[src/rtl/tmr_pkg.sv]
package tmr_pkg;

    typedef enum logic [1:0] {
        MODE_OFF   = 2'b00,
        MODE_EVENT = 2'b01,
        MODE_TIMER = 2'b10,
        MODE_PULSE = 2'b11
    } tmr_mode_e;

    typedef enum logic [1:0] {
        SEL_LO   = 2'd0,
        SEL_HI   = 2'd1,
        SEL_CTRL = 2'd2,
        SEL_NONE = 2'd3
    } tmr_sel_e;

    typedef struct packed {
        tmr_mode_e mode;
        logic      run;
        logic      fall;
    } tmr_ctrl_t;

    typedef struct packed {
        logic lo_wr;
        logic hi_wr;
        logic ctrl_wr;
        logic hi_rd;
    } tmr_strobe_t;

    localparam int unsigned CTRL_W = 8;

    function automatic logic [CTRL_W-1:0] ctrl_pack(tmr_ctrl_t c);
        return {c.mode, 1'b0, c.run, c.fall, 3'b000};
    endfunction

    function automatic tmr_ctrl_t ctrl_unpack(logic [CTRL_W-1:0] d);
        tmr_ctrl_t c;
        c.mode = tmr_mode_e'(d[7:6]);
        c.run  = d[4];
        c.fall = d[3];
        return c;
    endfunction

    function automatic tmr_strobe_t decode(logic [1:0] addr, logic wr, logic rd);
        tmr_strobe_t s;
        s.lo_wr   = wr && (addr == SEL_LO);
        s.hi_wr   = wr && (addr == SEL_HI);
        s.ctrl_wr = wr && (addr == SEL_CTRL);
        s.hi_rd   = rd && (addr == SEL_HI);
        return s;
    endfunction

endpackage

[src/rtl/tmr_pin_sync.sv]
module tmr_pin_sync #(
    parameter int unsigned STAGES = 2
) (
    input  logic clk,
    input  logic rst,
    input  logic pin_async,
    output logic lvl,
    output logic rise,
    output logic fall
);
    localparam int unsigned LAST = STAGES - 1;

    logic [STAGES-1:0] chain_q;
    logic              prev_q;

    generate
        for (genvar i = 0; i < STAGES; i++) begin : g_stage
            if (i == 0) begin : g_first
                always_ff @(posedge clk) begin
                    if (rst) chain_q[i] <= 1'b0;
                    else     chain_q[i] <= pin_async;
                end
            end else begin : g_next
                always_ff @(posedge clk) begin
                    if (rst) chain_q[i] <= 1'b0;
                    else     chain_q[i] <= chain_q[i-1];
                end
            end
        end
    endgenerate

    always_ff @(posedge clk) begin
        if (rst) prev_q <= 1'b0;
        else     prev_q <= chain_q[LAST];
    end

    assign lvl  = chain_q[LAST];
    assign rise = chain_q[LAST] & ~prev_q;
    assign fall = ~chain_q[LAST] & prev_q;

endmodule

[src/rtl/tmr_bus_if.sv]
module tmr_bus_if
    import tmr_pkg::*;
#(
    parameter int unsigned BYTE_W = 8,
    localparam int unsigned CNT_W = 2 * BYTE_W
) (
    input  logic              clk,
    input  logic              rst,
    input  logic [1:0]        bus_addr,
    input  logic              bus_wr,
    input  logic              bus_rd,
    input  logic [BYTE_W-1:0] bus_wdata,
    output logic [BYTE_W-1:0] bus_rdata,
    input  logic [CNT_W-1:0]  count,
    input  logic              hw_stop,
    output tmr_ctrl_t         ctrl,
    output logic [CNT_W-1:0]  preload,
    output logic [CNT_W-1:0]  commit_val,
    output logic              load_now
);
    tmr_strobe_t       stb;
    logic [BYTE_W-1:0] stage_q;
    logic [CNT_W-1:0]  preload_q;
    tmr_ctrl_t         ctrl_q;
    logic [BYTE_W-1:0] rd_mux;
    logic [CTRL_W-1:0] ctrl_img;

    assign stb        = decode(bus_addr, bus_wr, bus_rd);
    assign commit_val = {bus_wdata, stage_q};
    assign load_now   = stb.hi_wr && !ctrl_q.run;

    always_ff @(posedge clk) begin
        if (rst) begin
            stage_q <= '0;
        end else if (stb.lo_wr) begin
            stage_q <= bus_wdata;
        end else if (stb.hi_rd) begin
            stage_q <= count[BYTE_W-1:0];
        end
    end

    always_ff @(posedge clk) begin
        if (rst) begin
            preload_q <= '0;
        end else if (stb.hi_wr) begin
            preload_q <= commit_val;
        end
    end

    always_ff @(posedge clk) begin
        if (rst) begin
            ctrl_q <= '0;
        end else if (stb.ctrl_wr) begin
            ctrl_q <= ctrl_unpack(bus_wdata[CTRL_W-1:0]);
        end else if (hw_stop) begin
            ctrl_q.run <= 1'b0;
        end
    end

    assign ctrl_img = ctrl_pack(ctrl_q);

    always_comb begin
        rd_mux = '0;
        unique case (tmr_sel_e'(bus_addr))
            SEL_LO:   rd_mux = stage_q;
            SEL_HI:   rd_mux = count[CNT_W-1:BYTE_W];
            SEL_CTRL: rd_mux = BYTE_W'(ctrl_img);
            default:  rd_mux = '0;
        endcase
    end

    assign bus_rdata = bus_rd ? rd_mux : '0;
    assign ctrl      = ctrl_q;
    assign preload   = preload_q;

endmodule

[src/rtl/tmr_counter.sv]
module tmr_counter
    import tmr_pkg::*;
#(
    parameter int unsigned CNT_W = 16
) (
    input  logic             clk,
    input  logic             rst,
    input  tmr_ctrl_t        ctrl,
    input  logic             lvl,
    input  logic             rise,
    input  logic             fall,
    input  logic             load_now,
    input  logic [CNT_W-1:0] commit_val,
    input  logic [CNT_W-1:0] preload,
    input  logic             flag_clr,
    output logic [CNT_W-1:0] count,
    output logic             flag,
    output logic             hw_stop
);
    localparam logic [CNT_W-1:0] TOP = {CNT_W{1'b1}};

    logic             at_level;
    logic             good_edge;
    logic             end_edge;
    logic             tick;
    logic             wrap;
    logic [CNT_W-1:0] count_q;
    logic             flag_q;

    assign at_level  = ctrl.fall ? ~lvl : lvl;
    assign good_edge = ctrl.fall ? fall : rise;
    assign end_edge  = ctrl.fall ? rise : fall;

    always_comb begin
        tick = 1'b0;
        unique case (ctrl.mode)
            MODE_EVENT: tick = ctrl.run && good_edge;
            MODE_TIMER: tick = ctrl.run;
            MODE_PULSE: tick = ctrl.run && at_level;
            default:    tick = 1'b0;
        endcase
    end

    assign hw_stop = ctrl.run && (ctrl.mode == MODE_PULSE) && end_edge;
    assign wrap    = tick && (count_q == TOP);

    always_ff @(posedge clk) begin
        if (rst) begin
            count_q <= '0;
        end else if (load_now) begin
            count_q <= commit_val;
        end else if (wrap) begin
            count_q <= preload;
        end else if (tick) begin
            count_q <= count_q + 1'b1;
        end
    end

    always_ff @(posedge clk) begin
        if (rst) begin
            flag_q <= 1'b0;
        end else if (wrap) begin
            flag_q <= 1'b1;
        end else if (flag_clr) begin
            flag_q <= 1'b0;
        end
    end

    assign count = count_q;
    assign flag  = flag_q;

endmodule

[src/rtl/evt_timer16.sv]
module evt_timer16
    import tmr_pkg::*;
#(
    parameter int unsigned BYTE_W      = 8,
    parameter int unsigned SYNC_STAGES = 2,
    localparam int unsigned CNT_W      = 2 * BYTE_W
) (
    input  logic              clk,
    input  logic              rst,
    input  logic [1:0]        bus_addr,
    input  logic              bus_wr,
    input  logic              bus_rd,
    input  logic [BYTE_W-1:0] bus_wdata,
    output logic [BYTE_W-1:0] bus_rdata,
    input  logic              ext_pin,
    input  logic              flag_clr,
    output logic              irq_flag
);
    tmr_ctrl_t        ctrl_q;
    logic [CNT_W-1:0] preload_q;
    logic [CNT_W-1:0] commit_val;
    logic [CNT_W-1:0] count_q;
    logic             load_now;
    logic             hw_stop;
    logic             pin_lvl;
    logic             pin_rise;
    logic             pin_fall;

    tmr_pin_sync #(.STAGES(SYNC_STAGES)) u_sync (
        .clk      (clk),
        .rst      (rst),
        .pin_async(ext_pin),
        .lvl      (pin_lvl),
        .rise     (pin_rise),
        .fall     (pin_fall)
    );

    tmr_bus_if #(.BYTE_W(BYTE_W)) u_bus (
        .clk       (clk),
        .rst       (rst),
        .bus_addr  (bus_addr),
        .bus_wr    (bus_wr),
        .bus_rd    (bus_rd),
        .bus_wdata (bus_wdata),
        .bus_rdata (bus_rdata),
        .count     (count_q),
        .hw_stop   (hw_stop),
        .ctrl      (ctrl_q),
        .preload   (preload_q),
        .commit_val(commit_val),
        .load_now  (load_now)
    );

    tmr_counter #(.CNT_W(CNT_W)) u_cnt (
        .clk       (clk),
        .rst       (rst),
        .ctrl      (ctrl_q),
        .lvl       (pin_lvl),
        .rise      (pin_rise),
        .fall      (pin_fall),
        .load_now  (load_now),
        .commit_val(commit_val),
        .preload   (preload_q),
        .flag_clr  (flag_clr),
        .count     (count_q),
        .flag      (irq_flag),
        .hw_stop   (hw_stop)
    );

endmodule

[config.mk]
export PLATFORM = sky130hd
export DESIGN_NAME = evt_timer16
export DESIGN_NICKNAME = d
export VERILOG_FILES = /design/src/rtl/tmr_pkg.sv /design/src/rtl/tmr_pin_sync.sv /design/src/rtl/tmr_bus_if.sv /design/src/rtl/tmr_counter.sv /design/src/rtl/evt_timer16.sv
export SDC_FILE = /design/constraint.sdc
export NUM_CORES = 1
export LEC_CHECK = 0
export BUFFER_PORTS_ARGS = -buffer_cell sky130_fd_sc_hd__buf_2
export CAP_MARGIN = 10
export CORE_MARGIN = 3
export CORE_UTILIZATION = 59
export CTS_CLUSTER_SIZE = 20
export DETAILED_ROUTE_END_ITERATION = 10
export GPL_TIMING_DRIVEN = 0
export PLACE_DENSITY = 0.78
export SETUP_SLACK_MARGIN = 0.5
export SYNTH_ARGS = -nofsm -noshare
export SYNTH_HDL_FRONTEND = slang
export SYNTH_SLANG_ARGS = --single-unit
[constraint.sdc]
create_clock -name clk -period 2.48 [get_ports clk]
set_clock_uncertainty 0.15 [all_clocks]
set_input_delay 0.248 -clock clk [delete_from_list [all_inputs] [get_ports clk]]
set_output_delay 0.248 -clock clk [all_outputs]
set_load 0.02 [all_outputs]
# After elaboration in Yosys (flattened, before gate mapping)
# Index checks and enable logic that the tools add are counted.
# word_totals
reg_bits	48
output_inout_bits	9
elab_cells	52
# classes
addsub	1
n_bitwise	4
muxes	15
eq_ne	6
reduce_logical	16
# op_table
operator	count
$mux 16	3
$mux 8	3
$pmux 8 s3	1
$add 16x1->16 const B	1
$eq 16x16->1 const B	1
$logic_and 1x1->1	10
$mux 1	7
$eq 2x2->1 const B	3
$reduce_bool 2->1	3
$eq 2x1->1 const B	2
$pmux 1 s3	1
$reduce_bool 3->1	1
$and 1x1->1	2
$logic_not 2->1	1
$not 1->1	2
$logic_not 1->1	1

# Depth between registers and ports, before layout
# logic_depth
word_depth	8
ltp_mapped	8
depth_no_buf	6

# Cells and area by module
# Synthesis repeated with hierarchy kept, for this count alone.
# hier_totals
cells_unflattened	344
area_unflattened_um2	2783.9
# by_module_without_submodules
mod	n_inst	cells_each	area_per_inst_um2
tmr_bus_if	1	167	1408.9
tmr_counter	1	169	1283.7
tmr_pin_sync	1	8	91.3

# Worst setup path before layout
# No wires, ideal clock.
# synth_path
kind	flip-flop to flip-flop
startpoint	reg u_cnt.count_q[0], in the netlist u_cnt.count[0]
endpoint	reg u_cnt.count_q[1], in the netlist u_cnt.count[1]
arrival_ns	1.765
t_required_ns	2.198
path_stages_with_launch	7
synth_period_minus_slack_ns	2.048
n_path_buf	0
slack_ns	0.432
cell_sequence	dfxtp_1 > ha_1 > nand4_4 > or4_4 > mux2_4 > nand2_1 > a31oi_1
# synth_between
elab_chain_cells	4
elab_cells_between_ends	7
# synth_rtl
element	line_no	rtl
start: declaration	tmr_counter.sv:27	logic [CNT_W-1:0] count_q;
start signal: assignment	tmr_counter.sv:51	count_q <= commit_val;
start signal: assignment	tmr_counter.sv:53	count_q <= preload;
start signal: assignment	tmr_counter.sv:55	count_q <= count_q + 1'b1;
$add 16x1->16 / $eq 16x16->1 (equally long branches)	tmr_counter.sv:55, tmr_counter.sv:45	
$mux 16 / $logic_and 1x1->1 (equally long branches)	tmr_counter.sv:54, tmr_counter.sv:45	
$mux 16	tmr_counter.sv:52	end else if (wrap) begin
$mux 16	tmr_counter.sv:50	end else if (load_now) begin
# Parallel ways exist; a longest one is shown, timed or not. The select of a mux whose other input is x is not followed.
# A chain may end at the register's enable or synchronous reset.

# Worst setup path after layout
# layout_path
startpoint	reg u_cnt.count_q[12], in the netlist u_cnt.count[12]
endpoint	reg u_cnt.count_q[1], in the netlist u_cnt.count[1]
# layout_between
elab_chain_cells	4
elab_cells_between_ends	5
# layout_rtl
element	line_no	rtl
$eq 16x16->1 *	tmr_counter.sv:45	assign wrap = tick && (count_q == TOP);
$logic_and 1x1->1 *	tmr_counter.sv:45	
$mux 16	tmr_counter.sv:52	
$mux 16	tmr_counter.sv:50	
# Mark *: on every way between the ends. The rest lies on a longest branch, timed or not.

==> results.cfg <==
[placed_design]
placed_area_um2 = 2810
globalplace.congestion = 0.948
port-buffer-count = 23
dp_cells = 416
pre_cts_slack_ps = 290
hpwl_um = 5600

[timing]
fin_setup_tns_ps = 0
period_share_pct = 79.0
grt_setup_unrepaired = yes
relSlewSlack_pct = 61.9
fmax_ghz = 0.511
finalHoldViolCount = 0
finalCriticalPeriod_ps = 1960
worstMarginPinSlew_ps = 571
finalWorstSetupSlack_ps = 522
timing.hold.ws_ps = 10.6
maxSlewViolCount = 0
setup_viol = 0

[layout]
n_antenna_cell = 0
area_growth_syn_to_layout_pct = 19.2
drive_gt1_share_pct = 23.3
fin_util_pct = 75.3
layout.nets = 403
stdcell_count = 437
stdcell_area_um2 = 3120

[clock_tree]
worstSkewPairLatency_ps = 300
clk_path_buf_depth = 2
h-tree-depth = 2
cts_buffers = 5
root_buffer = clkbuf_8
cts.sinks = 48
tritoncts = done
clkTransAtPathRegs_ps = 90

[routing]
vias_per_cell = 6.39
dr.first_iter.drc_count = 489
drc = 0
vias = 2793
wl_per_cell_um = 18.6
ant_nets = 0
firstDrtPassIters = 6
wl_um = 8140

[yosys]
synth_area_um2 = 2620
synth_compound_area_share_pct = 19.6
yosysSeqAreaShare_pct = 36.7
muxShareOfSynthArea_pct = 5.69
synth_top_area_share_pct = 36.7
synth_cells = 343
synth_cell_types = 44
synth_edf_count = 0
synthTopCellsByCount = 75 x nand2_1, 48 x dfxtp_1, 27 x a21oi_1, 27 x nand3_1, 19 x nor2_1
synth_ff_type = dfxtp_1
avgSynthCellArea_um2 = 7.63
syn_nets = 360
ys_top_cells_by_area = dfxtp_1 37%, nand2_1 11%, a21oi_1 5.2%, nand3_1 5.2%, mux2i_1 3.8%
synth_seq_cells = 48
synth_xor_area_share_pct = 1.00
synth.most_common_cell = nand2_1
synth_fa_ha_area_share_pct = 0.478
synth_top_family_by_area = simple AND/OR/NAND/NOR gates
yosys.area_share.simple_pct = 31.3
ys_warn_count = 0
yosysTopAreaCell = dfxtp_1
async_flop_share_pct = 0

[setup_path]
cp-endpoint = u_cnt.count[1]
setup.worst_path.start = u_cnt.count[12]
arrival_ps = 1980
r2r-start = u_cnt.count[12]
cp-start-kind = flip-flop
path_max_fanout = 8
ff2ff_setup_slack_ps = 520
worst-endpoint-required_ps = 2500
crit_type = reg2reg
worstReg2RegEnd = u_cnt.count[1]
cp-end-kind = flip-flop
rr_worst_depth = 6

[status]
status = finished, final reports clean

[die]
die_w_um = 72.6
row_count = 23
core_um2 = 4140
initial_utilization_pct = 63.2
dieHeight_um = 72.6
dieArea_um2 = 5270
boundaryPins = 25

[power_and_ir_drop]
peakVddDrop_v = 0.000381
p_leak_nw = 1.14
powerDensity_nw_per_um2 = 488
totalPowerFinal_mw = 1.52

[run]
cap_violations = 0

[grt]
globalRouteOverflowTotal = 0
grt_pass1_wl_um = 12500
antenna_found_initial = 0
grt_max_degree = 15
grt_use_total_pct = 31.0
first_global_vias = 2453

[min_path]
min_path_type = in2reg
registers in the layout, summed over array words and instances (netlist names):
| register | flops |
|---|---|
| u_bus.ctrl | 4 |
| u_bus.preload | 16 |
| u_bus.stage_q | 8 |
| u_cnt.count | 16 |
| u_cnt.flag | 1 |
| u_sync.chain_q | 1 |
| u_sync.lvl | 1 |
| u_sync.prev_q | 1 |
timing repair:
action / CTS / global route
pin swaps: 1 / 5
resized for setup: 9 / 34
buffers inserted: 2 / 11
setup endpoints to repair: 10 / 17
hold buffers: 0 / 0
final cells by class:
type | instances | area (um^2)
Tap cell | 50 | 62.6
Fill cell | 337 | 1020
Clock inverter | 2 | 35.0
Timing Repair Buffer | 36 | 229
Clock buffer | 6 | 72.6
Multi-Input combinational cell | 263 | 1580
Inverter | 7 | 26.3
Buffer | 25 | 141
Sequential cell | 48 | 977
power breakdown:
group	total (mW)	switching [mW]	internal, mW
clock	0.553	0.254	0.299
sequential	0.817	0.0257	0.791
combinational	0.153	0.0973	0.0555
total	1.52	0.377	1.15
cell usage in the layout, fill, tap and decap left out, types with 7 or more instances in the layout:
cell,count
a21oi_1,27
a31oi_1,13
and2_1,8
buf_2,30
buf_4,13
clkbuf_1,11
dfxtp_1,39
dfxtp_2,7
inv_1,7
mux2i_1,10
nand2_1,73
nand3_1,26
nand4_1,7
nor2_1,16
o211ai_1,10
per-layer routing:
| metal | track usage (%) | routed length [um] |
|---|---|---|
| met1 | 44.1 | 3380 |
| met2 | 47.7 | 3650 |
| met3 | 4.68 | 861 |
| met4 | 11.1 | 246 |
| met5 | 0 | 0 |
worst min-delay path by stage:
stage / start / end / slack, ps / cells past startpoint
final: ext_pin / u_sync.chain_q[0] / 10 / 2
after global placement: u_sync.chain_q[0] / u_sync.lvl / 290 / 1
after detailed placement: u_sync.chain_q[0] / u_sync.lvl / 300 / 1
after global routing: ext_pin / u_sync.chain_q[0] / 50 / 2
after floorplan: ext_pin / u_sync.chain_q[0] / 230 / 1
after CTS: ext_pin / u_sync.chain_q[0] / 4 / 2
cells by family after synthesis:
logic type                 count (synthesis)
adders and majority gates                  1
xor gates and xnor gates                   3
AOI/OAI and AO/OA                         79
DFF                                       48
buffers and inverters                     32
and+or+nand+nor                          166
muxes                                     14
worst max-delay path: stages (launching register included):
cell	delay, ps
dfxtp_1	320
clkbuf_4	180
nand3_1	120
or4_4	600
mux2_4	320
nand2_1	70
a31oi_1	70
Power figures use the tool's default switching activity.
